### src/rtl/sysref_gen_pkg.sv
package sysref_gen_pkg;
  localparam int CTRL_W     = 32;
  localparam int MODE_LSB   = 0;
  localparam int MULT_LSB   = 2;
  localparam int MULT_W     = 5;
  localparam int SEL_BIT    = 7;
  localparam int DUTY_LSB   = 8;
  localparam int DUTY_W     = 9;
  localparam int MAN_BIT    = 17;
  localparam int STAT_W     = 32;
  localparam int STAT_FLD_W = 9;

  typedef enum logic [1:0] {
    MODE_ONE = 2'b00,
    MODE_PER = 2'b01,
    MODE_GAP = 2'b10
  } sr_mode_e;

  // 11 is not a mode of its own; run it as the square wave
  function automatic sr_mode_e decode_mode(input logic [1:0] fld);
    case (fld)
      2'b00:   return MODE_ONE;
      2'b10:   return MODE_GAP;
      default: return MODE_PER;
    endcase
  endfunction
endpackage

### src/rtl/sysref_gen_cfg.sv
module sysref_gen_cfg
  import sysref_gen_pkg::*;
#(
  parameter int EXT_MB = 1,
  parameter int MB_CYC = 32,
  parameter int MAX_EM = 16,
  parameter int PER_W  = 10
) (
  input  logic [1:0]        mode_fld_i,
  input  logic [MULT_W-1:0] mult_fld_i,
  input  logic [DUTY_W-1:0] duty_fld_i,
  output sr_mode_e          mode_o,
  output logic [PER_W-1:0]  period_o,
  output logic [PER_W-1:0]  duty_o
);
  int prod;
  int mult_eff;
  int per_int;
  int duty_req;

  always_comb begin
    mode_o   = decode_mode(mode_fld_i);
    prod     = EXT_MB * int'(mult_fld_i);
    mult_eff = (prod >= 1 && prod <= MAX_EM) ? int'(mult_fld_i) : 1;
    per_int  = EXT_MB * mult_eff * MB_CYC;
    period_o = PER_W'(per_int);
    duty_req = int'(duty_fld_i);
    if (mode_o == MODE_GAP && duty_req != 0 && duty_req < per_int)
      duty_o = PER_W'(duty_req);
    else
      duty_o = PER_W'(per_int / 2);
  end
endmodule

### src/rtl/sysref_gen_cnt.sv
module sysref_gen_cnt
  import sysref_gen_pkg::*;
#(
  parameter int EXT_MB = 1,
  parameter int MB_CYC = 32,
  parameter int PER_W  = 10
) (
  input  logic             clk_i,
  input  logic             rst_ni,
  input  sr_mode_e         mode_i,
  input  logic             sel_i,
  input  logic [PER_W-1:0] period_i,
  input  logic [PER_W-1:0] duty_i,
  output sr_mode_e         mode_d_o,
  output logic             sel_d_o,
  output logic             wave_d_o,
  output logic [PER_W-1:0] cnt_o,
  output logic [PER_W-1:0] per_o,
  output logic [PER_W-1:0] duty_o,
  output sr_mode_e         mode_o,
  output logic             sel_o,
  output logic             run_o
);
  localparam logic [PER_W-1:0] RST_PER  = PER_W'(EXT_MB * MB_CYC);
  localparam logic [PER_W-1:0] RST_DUTY = PER_W'(EXT_MB * MB_CYC / 2);

  logic [PER_W-1:0] cnt_q, cnt_d, per_q, per_d, duty_q, duty_d;
  sr_mode_e         mode_q, mode_d;
  logic             sel_q, sel_d, run_q, load;

  // shadow reload on first clock out of reset and on the last clock of a period
  always_comb begin
    load   = !run_q || (cnt_q == per_q - 1'b1);
    cnt_d  = cnt_q + 1'b1;
    per_d  = per_q;
    duty_d = duty_q;
    mode_d = mode_q;
    sel_d  = sel_q;
    if (load) begin
      cnt_d  = '0;
      per_d  = period_i;
      duty_d = duty_i;
      mode_d = mode_i;
      sel_d  = sel_i;
    end
  end

  always_ff @(posedge clk_i or negedge rst_ni) begin
    if (!rst_ni) begin
      cnt_q  <= '0;
      per_q  <= RST_PER;
      duty_q <= RST_DUTY;
      mode_q <= MODE_ONE;
      sel_q  <= 1'b1;
      run_q  <= 1'b0;
    end else begin
      cnt_q  <= cnt_d;
      per_q  <= per_d;
      duty_q <= duty_d;
      mode_q <= mode_d;
      sel_q  <= sel_d;
      run_q  <= 1'b1;
    end
  end

  assign mode_d_o = mode_d;
  assign sel_d_o  = sel_d;
  assign wave_d_o = cnt_d < duty_d;
  assign cnt_o    = cnt_q;
  assign per_o    = per_q;
  assign duty_o   = duty_q;
  assign mode_o   = mode_q;
  assign sel_o    = sel_q;
  assign run_o    = run_q;
endmodule

### src/rtl/sysref_gen_out.sv
module sysref_gen_out
  import sysref_gen_pkg::*;
(
  input  logic     clk_i,
  input  logic     rst_ni,
  input  logic     sel_i,
  input  sr_mode_e mode_i,
  input  logic     wave_i,
  input  logic     manual_i,
  input  logic     ext_i,
  output logic     sysref_o
);
  logic nxt, sysref_q;

  always_comb begin
    if (!sel_i)                 nxt = ext_i;
    else if (mode_i == MODE_ONE) nxt = manual_i;
    else                        nxt = wave_i;
  end

  always_ff @(posedge clk_i or negedge rst_ni) begin
    if (!rst_ni) sysref_q <= 1'b0;
    else         sysref_q <= nxt;
  end

  assign sysref_o = sysref_q;
endmodule

### src/rtl/sysref_gen.sv
module sysref_gen
  import sysref_gen_pkg::*;
#(
  parameter int EXT_MB = 1,
  parameter int MB_CYC = 32,
  parameter int MAX_EM = 16
) (
  input  logic              clk_i,
  input  logic              rst_ni,
  input  logic [CTRL_W-1:0] ctrl_i,
  input  logic              ext_sysref_i,
  output logic              sysref_o,
  output logic [STAT_W-1:0] status_o
);
  localparam int MAX_PER = MAX_EM * MB_CYC;
  localparam int PER_W   = $clog2(MAX_PER + 1);
  localparam int FW      = STAT_FLD_W;

  sr_mode_e         cfg_mode, mode_d, mode_q;
  logic [PER_W-1:0] cfg_per, cfg_duty, cnt_q, per_q, duty_q;
  logic             sel_d, wave_d, sel_q, run_q;
  logic             unused_rsvd;

  assign unused_rsvd = ^ctrl_i[CTRL_W-1:MAN_BIT+1];

  sysref_gen_cfg #(
    .EXT_MB(EXT_MB), .MB_CYC(MB_CYC), .MAX_EM(MAX_EM), .PER_W(PER_W)
  ) u_cfg (
    .mode_fld_i (ctrl_i[MODE_LSB +: 2]),
    .mult_fld_i (ctrl_i[MULT_LSB +: MULT_W]),
    .duty_fld_i (ctrl_i[DUTY_LSB +: DUTY_W]),
    .mode_o     (cfg_mode),
    .period_o   (cfg_per),
    .duty_o     (cfg_duty)
  );

  sysref_gen_cnt #(
    .EXT_MB(EXT_MB), .MB_CYC(MB_CYC), .PER_W(PER_W)
  ) u_cnt (
    .clk_i    (clk_i),
    .rst_ni   (rst_ni),
    .mode_i   (cfg_mode),
    .sel_i    (ctrl_i[SEL_BIT]),
    .period_i (cfg_per),
    .duty_i   (cfg_duty),
    .mode_d_o (mode_d),
    .sel_d_o  (sel_d),
    .wave_d_o (wave_d),
    .cnt_o    (cnt_q),
    .per_o    (per_q),
    .duty_o   (duty_q),
    .mode_o   (mode_q),
    .sel_o    (sel_q),
    .run_o    (run_q)
  );

  sysref_gen_out u_out (
    .clk_i    (clk_i),
    .rst_ni   (rst_ni),
    .sel_i    (sel_d),
    .mode_i   (mode_d),
    .wave_i   (wave_d),
    .manual_i (ctrl_i[MAN_BIT]),
    .ext_i    (ext_sysref_i),
    .sysref_o (sysref_o)
  );

  // period field wraps: 512 reads as 0
  assign status_o = {{(STAT_W-2*FW){1'b0}}, FW'(duty_q), FW'(per_q)};
endmodule

### config.mk
export PLATFORM = sky130hd
export DESIGN_NAME = sysref_gen
export DESIGN_NICKNAME = d
export VERILOG_FILES = /design/src/rtl/sysref_gen_pkg.sv /design/src/rtl/sysref_gen_cfg.sv /design/src/rtl/sysref_gen_cnt.sv /design/src/rtl/sysref_gen_out.sv /design/src/rtl/sysref_gen.sv
export SDC_FILE = /design/constraint.sdc
export NUM_CORES = 1
export LEC_CHECK = 0
export ABC_AREA = 1
export BUFFER_PORTS_ARGS = -buffer_cell sky130_fd_sc_hd__clkbuf_2
export CORE_MARGIN = 2
export CORE_UTILIZATION = 54
export DETAILED_ROUTE_END_ITERATION = 10
export GPL_ROUTABILITY_DRIVEN = 1
export PLACE_DENSITY = 0.81
export SKIP_LAST_GASP = 1
export SLEW_MARGIN = 30
export SYNTH_ARGS = -nofsm -noshare
export SYNTH_HDL_FRONTEND = slang
export SYNTH_HIERARCHICAL = 1
export SYNTH_SLANG_ARGS = --single-unit
### constraint.sdc
create_clock -name clk_i -period 3.9 [get_ports clk_i]
set_clock_uncertainty 0.15 [all_clocks]
set_input_delay 0.78 -clock clk_i [delete_from_list [all_inputs] [get_ports clk_i]]
set_output_delay 0.78 -clock clk_i [all_outputs]
set_load 0.05 [all_outputs]
# Yosys cells after proc, flatten, opt, wreduce, memory -nomap -nowiden
# Cells that the tools add are included.
[totals]
wordCells = 33
register_bits = 30
out_inout_bits = 33
[classes]
n_eq_ne = 3
n_addsub = 2
reduce_logical = 8
order_cmp = 4
muxes = 9
[op_table]
columns = ["op", "n"]
rows = [
  ["$lt 10x32->1", 1],
  ["$mux 10", 3],
  ["$add 10x1->10 const B", 1],
  ["$eq 10x10->1", 1],
  ["$lt 10x10->1", 1],
  ["$sub 10x1->10 const B", 1],
  ["$reduce_bool 9->1", 1],
  ["$ge 5x1->1 const B", 1],
  ["$le 5x5->1 const B", 1],
  ["$mux 5", 1],
  ["$eq 2x2->1 const B", 2],
  ["$logic_not 2->1", 2],
  ["$pmux 2 s2", 1],
  ["$logic_and 1x1->1", 3],
  ["$mux 1", 3],
  ["$mux 2", 1],
  ["$logic_not 1->1", 1],
  ["$logic_or 1x1->1", 1],
]

# Logic depth before layout (Yosys ltp)
# Gate-level depths: netlist of the first run.
[logic_depth]
depth_word = 10
mapped_depth = 25
ltp_nobuf = 25

# Hierarchy
# Netlist of the first run, hierarchy kept.
[modules_own_cells]
columns = ["module", "cells_each", "n_inst", "area_per_inst_um2"]
rows = [
  ["sysref_gen_cnt", 258, 1, 2103.3],
  ["sysref_gen_cfg", 77, 1, 406.6],
  ["sysref_gen", 15, 1, 108.9],
  ["sysref_gen_out", 9, 1, 60.1],
]

# Worst setup path after synthesis of the first run
# OpenSTA, ideal clock, no wires.
[synth_path]
path_kind = "input-to-reg"
from = "in ctrl_i[4]"
to = "reg u_out.sysref_q (netlist: u_out/sysref_o)"
path_stages = 24
setup_time_ns = 0.065
path_slack_ns = 0.433
required_time_ns = 3.685
arrival_ns = 3.252
path_cell_list = "nor2_2 nand2_1 nand2_1 o21ai_0 nor2_1 inv_1 ha_1 nand3_1 nand2_1 inv_2 nand3_4 nor2_1 inv_1 nand2_1 o21ai_2 ha_1 a21oi_1 nor2_1 a211oi_1 o221ai_1 a21oi_1 o21bai_1 nand3_1 nand2_1"
[synth_via]
elab_chain_cells = 10
[synth_rtl]
columns = ["item", "line_no", "rtl"]
rows = [
  ["start: declaration", "sysref_gen.sv:10", "input logic [CTRL_W-1:0] ctrl_i,"],
  ["$ge 5x1->1 or $le 5x5->1 (tied branches)", "sysref_gen_cfg.sv:24", "mult_eff = (prod >= 1 && prod <= MAX_EM) ? int'(mult_fld_i) : 1;"],
  ["$logic_and 1x1->1 *", "sysref_gen_cfg.sv:24", ""],
  ["$mux 5 *", "sysref_gen_cfg.sv:24", ""],
  ["via cfg_per[8]", "sysref_gen.sv:20", "logic [PER_W-1:0] cfg_per, cfg_duty, cnt_q, per_q, duty_q;"],
  ["$lt 10x32->1 *", "sysref_gen_cfg.sv:28", "if (mode_o == MODE_GAP && duty_req != 0 && duty_req < per_int)"],
  ["$logic_and 1x1->1 *", "sysref_gen_cfg.sv:28", ""],
  ["$mux 10 *", "sysref_gen_cfg.sv:28", ""],
  ["via cfg_duty[3]", "sysref_gen.sv:20", ""],
  ["$mux 10 *", "sysref_gen_cnt.sv:39", "if (load) begin"],
  ["$lt 10x10->1 *", "sysref_gen_cnt.sv:68", "assign wave_d_o = cnt_d < duty_d;"],
  ["via wave_d", "sysref_gen.sv:21", "logic sel_d, wave_d, sel_q, run_q;"],
  ["$mux 1 *", "sysref_gen_out.sv:17", "else if (mode_i == MODE_ONE) nxt = manual_i;"],
  ["$mux 1 *", "sysref_gen_out.sv:16", "if (!sel_i) nxt = ext_i;"],
  ["via u_out.nxt", "sysref_gen_out.sv:13", "logic nxt, sysref_q;"],
  ["end signal: assignment", "sysref_gen_out.sv:23", "else sysref_q <= nxt;"],
  ["end: declaration", "sysref_gen_out.sv:13", ""],
]
# Mark *: on every way through the listed nets, which the timed path passes. The rest lies on a longest branch.
# A chain may end at the register's enable or synchronous reset.

# Worst setup path in the final report of the first run
[layout_path]
from = "in ctrl_i[4]"
to = "reg u_out.sysref_q (netlist: u_out/sysref_o)"
[layout_via]
elab_chain_cells = 10
[layout_rtl]
columns = ["item", "line_no", "rtl"]
rows = [
  ["$ge 5x1->1 or $le 5x5->1 (tied branches)", "sysref_gen_cfg.sv:24", ""],
  ["$logic_and 1x1->1 *", "sysref_gen_cfg.sv:24", ""],
  ["$mux 5 *", "sysref_gen_cfg.sv:24", ""],
  ["via cfg_per[8]", "sysref_gen.sv:20", ""],
  ["$lt 10x32->1 *", "sysref_gen_cfg.sv:28", ""],
  ["$logic_and 1x1->1 *", "sysref_gen_cfg.sv:28", ""],
  ["$mux 10 *", "sysref_gen_cfg.sv:28", ""],
  ["via cfg_duty[5]", "sysref_gen.sv:20", ""],
  ["$mux 10 *", "sysref_gen_cnt.sv:39", ""],
  ["via u_cnt.duty_d[5]", "sysref_gen_cnt.sv:27", "logic [PER_W-1:0] cnt_q, cnt_d, per_q, per_d, duty_q, duty_d;"],
  ["$lt 10x10->1 *", "sysref_gen_cnt.sv:68", ""],
  ["via wave_d", "sysref_gen.sv:21", ""],
  ["$mux 1 *", "sysref_gen_out.sv:17", ""],
  ["$mux 1 *", "sysref_gen_out.sv:16", ""],
  ["via u_out.nxt", "sysref_gen_out.sv:13", ""],
]
# Marks and branches as above.

==> summary.txt, run 1 <==
Logic synthesis
  – Cell Area, Synth: 2679 um2
  – Most common flop cell mapped by yosys: dfrtp_1
  – Sequential-to-total area share from yosys stat: 32.84%
  – Area contributors post-synth: dfrtp_1 (30%), nand2_1 (12%), inv_1 (8.5%)
  – Syn avg cell area: 7.462 um2
  – Count of cell types in the netlist: 36
  – Ys Warns: 6
  – Asr flop ratio synth: 100.0%
  – Top cell type's share of synthesized area: 29.89%
  – #FFs+latches synth: 35
  – Dominant cell type by area after synthesis: dfrtp_1
  – Cell count after synthesis: 359
  – Post-synth EDFFs: 0
  – Top-count cell post-synth: nand2_1
  – Most instantiated cells after synthesis: nand2_1 (83), inv_1 (61), nor2_1 (38)

CTS
  – Clock buffer depth: 2
  – Clock transition at the registers of the reported paths: 0.08 ns
  – CTS tree: yes
  – Root Driver: clkbuf_8
  – CTS HTree Levels: 2
  – Clk_lat worst skew: 0.30 ns
  – CTS Buf Count: 5
  – Setup bufs post-CTS: 0
  – CTS Sinks: 35

Global routing
  – Number of global-route vias before repair: 2004
  – Total gr overflow: 0
  – Initial antenna violation count: 0
  – Gr usage total: 20.46%
  – First-pass GRT wire length: 8.694 mm
  – Largest net degree at the start of global routing: 36

Drt
  – Vias per inst: 4.726
  – Drt pass-1 iters: 4
  – ANT nets after route: 0
  – DRC: 0
  – Total wire length: 5.181 mm
  – Detailed-route via count: 2221
  – Iteration-0 DRC Markers: 64
  – DR WL/cell: 11.02 um

Pwr
  – Internal: 0.6093 mW
  – P_sw: 0.4054 mW
  – Max VDD drop: 0.1849 mV
  – Seq pwr share: 41.2%
  – Clock share of power: 27.3%
  – Pwr dens: 343.2 nW/um2
  – Total Power: 1.015 mW
  – Gate power share: 31.5%
  – Leak Pwr: 1.644 nW
  – Switching power share of the total: 39.95%

Final layout
  – Ant. Diodes: 0
  – Share of cells above drive strength 1: 23.57%
  – Syn-to-layout area delta: 10.37%
  – Fin util: 62.18%
  – # fillers: 435
  – Final #Nets: 451

Critical path
  – CP Max Fanout: 9
  – Worst reg2reg path endpoint: u_out/sysref_o
  – Crit Path Category: in -> reg
  – Setup slack, reg-to-reg: 0.37 ns
  – Register-to-Register Path Depth: 21
  – Setup crit start kind: input pin
  – Required time of the worst setup path: 4.00 ns
  – Reg-to-Reg Start: u_cnt/per_o[0]
  – Worst setup EP type: flip-flop
  – Crit path from: ctrl_i[4]
  – Critical Path AT: 3.73 ns

Timing
  – Hold WS: 0.3418 ns
  – Final Slew Violations: 0
  – Fmax: 0.2750 GHz
  – Min Clock Period, post-route: 3.636 ns
  – Fin. Hold Viols: 0
  – Final setup violation count: 0
  – Fin Setup TNS: 0 ns
  – Tcrit/Tclk final: 93.24%
  – Rel. slew slack: 48.73%
  – Slew @ Worst Pin: 0.7690 ns

Floorplan
  – Num ports: 68
  – Die Y: 74.43 um
  – Horiz. Die Dim: 74.43 um
  – FP Rows: 25
  – Die area: 5540 um2
  – Core area: 4755 um2
  – Initial core utilization: 56.34%

Outcome
  – Status: complete, no violations

Run
  – Total of max-cap violations: 0

Hold path
  – Hold path depth: 2
  – Hold Startpoint: u_cnt/duty_o[9]
  – Worst hold path type: reg -> reg
  – Hold Path End: u_cnt/duty_o[9]

Placed design
  – Placer Congestion: 0.8209
  – HPWL after detailed placement: 4.054 mm
  – I/O Buffers: 39
==> per-layer routing <==
metal | share of wire (%) | GRT usage (%) | vias to the layer above
met4 | 2.0 | 8.730 | 0
met5 | 0 | 0 | -
met3 | 4.2 | 4.472 | 8
met2 | 46 | 33.92 | 60
li1 | - | - | 1162
met1 | 48 | 25.74 | 991
==> state kept, by name (all words and copies together) (netlist names) <==
signal	cells
u_cnt/duty_o	10
u_cnt/per_o	10
u_cnt/mode_o	2
u_cnt/cnt_o	10
u_cnt/sel_o	1
u_out/sysref_o	1
u_cnt/run_o	1
==> worst max-delay path, cell delays in order <==
cell and delay [ns]:
clkbuf_2 0.10, nor2_2 0.13, nand2_1 0.06, nand2_1 0.09, o21ai_0 0.09, nor2_1 0.17, inv_1 0.06, ha_1 0.28
nand2_1 0.07, nor2_2 0.14, nand2_4 0.10, nand3_4 0.11, nand2_1 0.07, nand2_1 0.07, nand2_1 0.06, o21ai_2 0.09
inv_1 0.07, ha_1 0.31, nand2_1 0.10, nor2_1 0.06, a211oi_2 0.17, o221ai_1 0.15, a21oi_1 0.15, o21bai_1 0.12
nand3_1 0.07, nand2_1 0.06
==> logic make-up (layout without fill, tap and decap cells) <==
group	Yosys count	after routing	synth area share (%)
AO/OA/AOI/OAI	32	32	7.660
XOR/XNOR	10	10	3.270
adder cells (fa/ha/maj)	14	14	6.539
buffers and inverters	91	117	17.09
flip-flops	35	35	32.84
multiplexers	4	4	2.242
other	3	21	0.4203
AND/OR/NAND/NOR	170	170	29.94
==> placed cells by master (no fill, tap or decap), types with 3 or more instances in the layout <==
master / Yosys / routed
nand3_2: 3 / 3
ha_1: 14 / 14
clkbuf_8: 0 / 5
inv_2: 3 / 3
nand3_1: 17 / 17
nor2_2: 6 / 7
inv_1: 61 / 61
nor2_1: 38 / 37
dfrtp_1: 32 / 32
xor2_1: 7 / 7
o21ai_0: 10 / 10
dfstp_2: 3 / 3
buf_4: 20 / 6
conb_1: 3 / 21
nand4_1: 8 / 8
o21ai_2: 9 / 9
mux2_4: 4 / 4
xnor2_1: 3 / 3
clkbuf_2: 0 / 38
a21oi_1: 8 / 7
nor3b_2: 4 / 4
nand2_1: 83 / 83
==> area by class of cell <==
class	count	area (um2)	area share, %
timing repair buffer	45	240.2	8.125
multi-input combinational	251	1420	48.03
clock inverter	3	23.77	0.8041
clock buffer	5	68.82	2.328
sequential	35	879.6	29.75
inverter	64	240.2	8.125
tap	67	83.83	2.835
==> power by group through the flow <==
stage,logic (mW),registers [mW],clock network [mW]
2_1_floorplan,0.194,0.491,0
3_3_place_gp,0.310,0.424,0
3_5_place_dp,0.318,0.425,0
4_1_cts,0.319,0.418,0.285
5_1_grt,0.354,0.422,0.299
6_report,0.320,0.418,0.277
==> metrics by stage <==
| step | instances | instance area [um2] | worst slack (ns) |
|---|---|---|---|
| after detailed placement | 462 | 2853 | -0.08440 |
| final | 470 | 2957 | 0.2638 |
| after global routing | 470 | 2957 | -0.004660 |
| after floorplan | 377 | 2746 | 0.4333 |
| after CTS | 470 | 2945 | 0.2288 |
| after global placement | 462 | 2853 | 0.01981 |
==> worst max-delay path by stage <==
stage,endpoint,cells after the start,slack (ns)
after floorplan,u_out/sysref_o,24,0.43
after global placement,u_out/sysref_o,26,0.02
after detailed placement,u_out/sysref_o,26,-0.08
after CTS,u_out/sysref_o,26,0.23
after global routing,u_out/sysref_o,26,-0.005
final,u_out/sysref_o,26,0.26
==> what timing repair did <==
action / in CTS / in global routing
hold buffers: 0 / 0
endpoints found under the setup margin: 0 / 1
gates resized for setup: 0 / 3
Power figures use the tool's default switching activity.
==> run 2, diff against run 1 <==
clock period = 3.6 ns   (was 3.9 ns; I/O delays follow)
==> run 2 against run 1 <==
Flip-flop and latch count did not move. Final area grew 12%. Setup slack worse by 0.24 ns. First-iteration DRC count rose by 110%. Clock power hardly changed. Via count rose by 9.2%. Combinational power grew 29%. Wire length increased by 21%. Worst hold slack lost 0.0020 ns. Critical path depth unchanged. Total power is 13% higher. Critical path type unchanged.
==> summary.txt, run 2 (same netlist as run 1, synthesis figures left out) <==
CTS
  – CTS tree: yes (unchanged)
  – Clock transition at the registers of the reported paths: 0.07 ns (was 0.08 ns)
  – Clk_lat worst skew: 0.29 ns (was 0.30 ns)
  – CTS Buf Count: 5 (unchanged)
  – CTS HTree Levels: 2 (unchanged)
  – Clock buffer depth: 2 (unchanged)
  – Root Driver: clkbuf_8 (unchanged)
  – CTS Sinks: 35 (unchanged)

Timing
  – Rel. slew slack: 47.30% (was 48.73%)
  – Min Clock Period, post-route: 3.576 ns
  – RSZ-0062 raised after global routing: yes
  – Fin. Hold Viols: 0 (unchanged)
  – Hold WS: 0.3399 ns (was 0.3418 ns)
  – Final Slew Violations: 0 (unchanged)
  – Slew @ Worst Pin: 0.7905 ns (was 0.7690 ns)
  – Final setup violation count: 0 (unchanged)
  – Tcrit/Tclk final: 99.34%
  – Fmax: 0.2796 GHz

Final layout
  – Fin util: 69.50% (was 62.18%)
  – Commonest cells after routing, fill and taps aside: nand2_1 (77), inv_1 (60), clkbuf_2 (36) (was nand2_1 (83), inv_1 (61), clkbuf_2 (38))
  – Share of cells above drive strength 1: 32.25% (was 23.57%)
  – Ant. Diodes: 0 (unchanged)
  – Syn-to-layout area delta: 23.35% (was 10.37%)
  – Final #Nets: 479 (was 451)
  – Commonest non-fill, non-tap cell in the layout: nand2_1 (unchanged)

Global routing
  – Initial antenna violation count: 0 (unchanged)
  – Gr usage total: 21.03% (was 20.46%)
  – Total gr overflow: 0 (unchanged)
  – Number of global-route vias before repair: 2109 (was 2004)
  – Largest net degree at the start of global routing: 36 (unchanged)
  – First-pass GRT wire length: 9.156 mm (was 8.694 mm)

Run
  – Total of max-cap violations: 0 (unchanged)

Floorplan
  – Die Y: 74.43 um (unchanged)
  – Num ports: 68 (unchanged)
  – Horiz. Die Dim: 74.43 um (unchanged)
  – Initial core utilization: 56.34% (unchanged)
  – FP Rows: 25 (unchanged)
  – Core area: 4755 um2 (unchanged)
  – Die area: 5540 um2 (unchanged)

Placed design
  – Placer Congestion: 0.8613 (was 0.8209)
  – HPWL after detailed placement: 4.205 mm (was 4.054 mm)
  – I/O Buffers: 39 (unchanged)

Drt
  – Iteration-0 DRC Markers: 135 (was 64)
  – DR WL/cell: 12.55 um (was 11.02 um)
  – ANT nets after route: 0 (unchanged)
  – Vias per inst: 4.871 (was 4.726)
  – Detailed-route via count: 2426 (was 2221)
  – Total wire length: 6.248 mm (was 5.181 mm)
  – Drt pass-1 iters: 5 (was 4)
  – DRC: 0 (unchanged)

Critical path
  – Most common cell type on the critical path: nand2_1 (unchanged)
  – Crit Path Category: in -> reg (unchanged)
  – Required time of the worst setup path: 3.69 ns (was 4.00 ns)
  – CP Max Fanout: 5 (was 9)
  – Slowest cell on crit path: ha_4 (was ha_1)
  – Slowest cell delay on critical path: 0.26 ns (was 0.31 ns)
  – Critical Path AT: 3.66 ns (was 3.73 ns)
  – Worst setup EP type: flip-flop (unchanged)
  – Setup crit start kind: input pin (unchanged)

Outcome
  – Status: complete, no violations (unchanged)

Pwr
  – Max VDD drop: 0.3076 mV (was 0.1849 mV)
  – Pwr dens: 346.9 nW/um2 (was 343.2 nW/um2)
  – Leak Pwr: 1.792 nW (was 1.644 nW)
  – Total Power: 1.146 mW (was 1.015 mW)

Hold path
  – Worst hold path type: reg -> reg (unchanged)
run 2: cell type report:
type                    instances  area [um2]
clock inverters                 1       5.005
clock buffers                   7       76.32
repair buffers                 72       466.7
multi-input cells             252        1550
flip-flops and latches         35       879.6
well taps                      67       83.83
inverters                      64       242.7
fillers                       370        1450
run 2: where the power goes:
group / leakage, nW / switching [mW] / internal [mW] / total, mW
combinational: 1.31 / 0.277 / 0.134 / 0.412
sequential: 0.439 / 0.0285 / 0.426 / 0.454
clock: 0.0422 / 0.145 / 0.136 / 0.280
total: 1.79 / 0.450 / 0.696 / 1.15
run 2: per-stage QoR:
stage	std cells	TNS, ns	instance area, um2	setup WS (ns)
final	498	0	3304	0.02380
after floorplan	377	0	2746	0.1877
after global placement	478	-0.1607	2973	-0.1607
after global routing	498	-0.1735	3304	-0.1735
after CTS	486	0	3054	0.09796
after detailed placement	478	-0.1834	2973	-0.1834
run 2: timing repair:
action | 4_1_cts | 5_1_grt
setup buffers | 0 | 12
resized for setup | 0 | 37
hold buffers | 0 | 0
setup endpoints to repair | 0 | 1
run 2: path summary, 6_finish.rpt:
kind                            startpoint         endpoint  slack [ns]  depth (start not counted)
setup / recovery                 ctrl_i[5]   u_out/sysref_o        0.02                         26
hold / removal             u_cnt/duty_o[9]  u_cnt/duty_o[9]        0.34                          2
setup reg to reg            u_cnt/per_o[0]   u_out/sysref_o        0.06                         20
hold reg to reg            u_cnt/duty_o[9]  u_cnt/duty_o[9]        0.34                          2
max in group asynchronous           rst_ni   u_cnt/cnt_o[7]        2.45                          1
min in group asynchronous           rst_ni   u_cnt/per_o[4]        0.35                          1
run 2: metal layers:
layer | share of wire, % | track usage, % | up-vias
li1 | - | - | 1219
met1 | 43 | 27.89 | 1109
met2 | 48 | 34.91 | 83
met3 | 5.8 | 3.523 | 15
met4 | 2.6 | 7.143 | 0
met5 | 0 | 0 | -
run 2: critical path, delay by kind of cell:
family                     cells  cell delay, ns
buffers and inverters          5            0.49
and+or+nand+nor               12            0.99
AOI/OAI and AO/OA              7            0.98
adders and majority gates      2            0.49
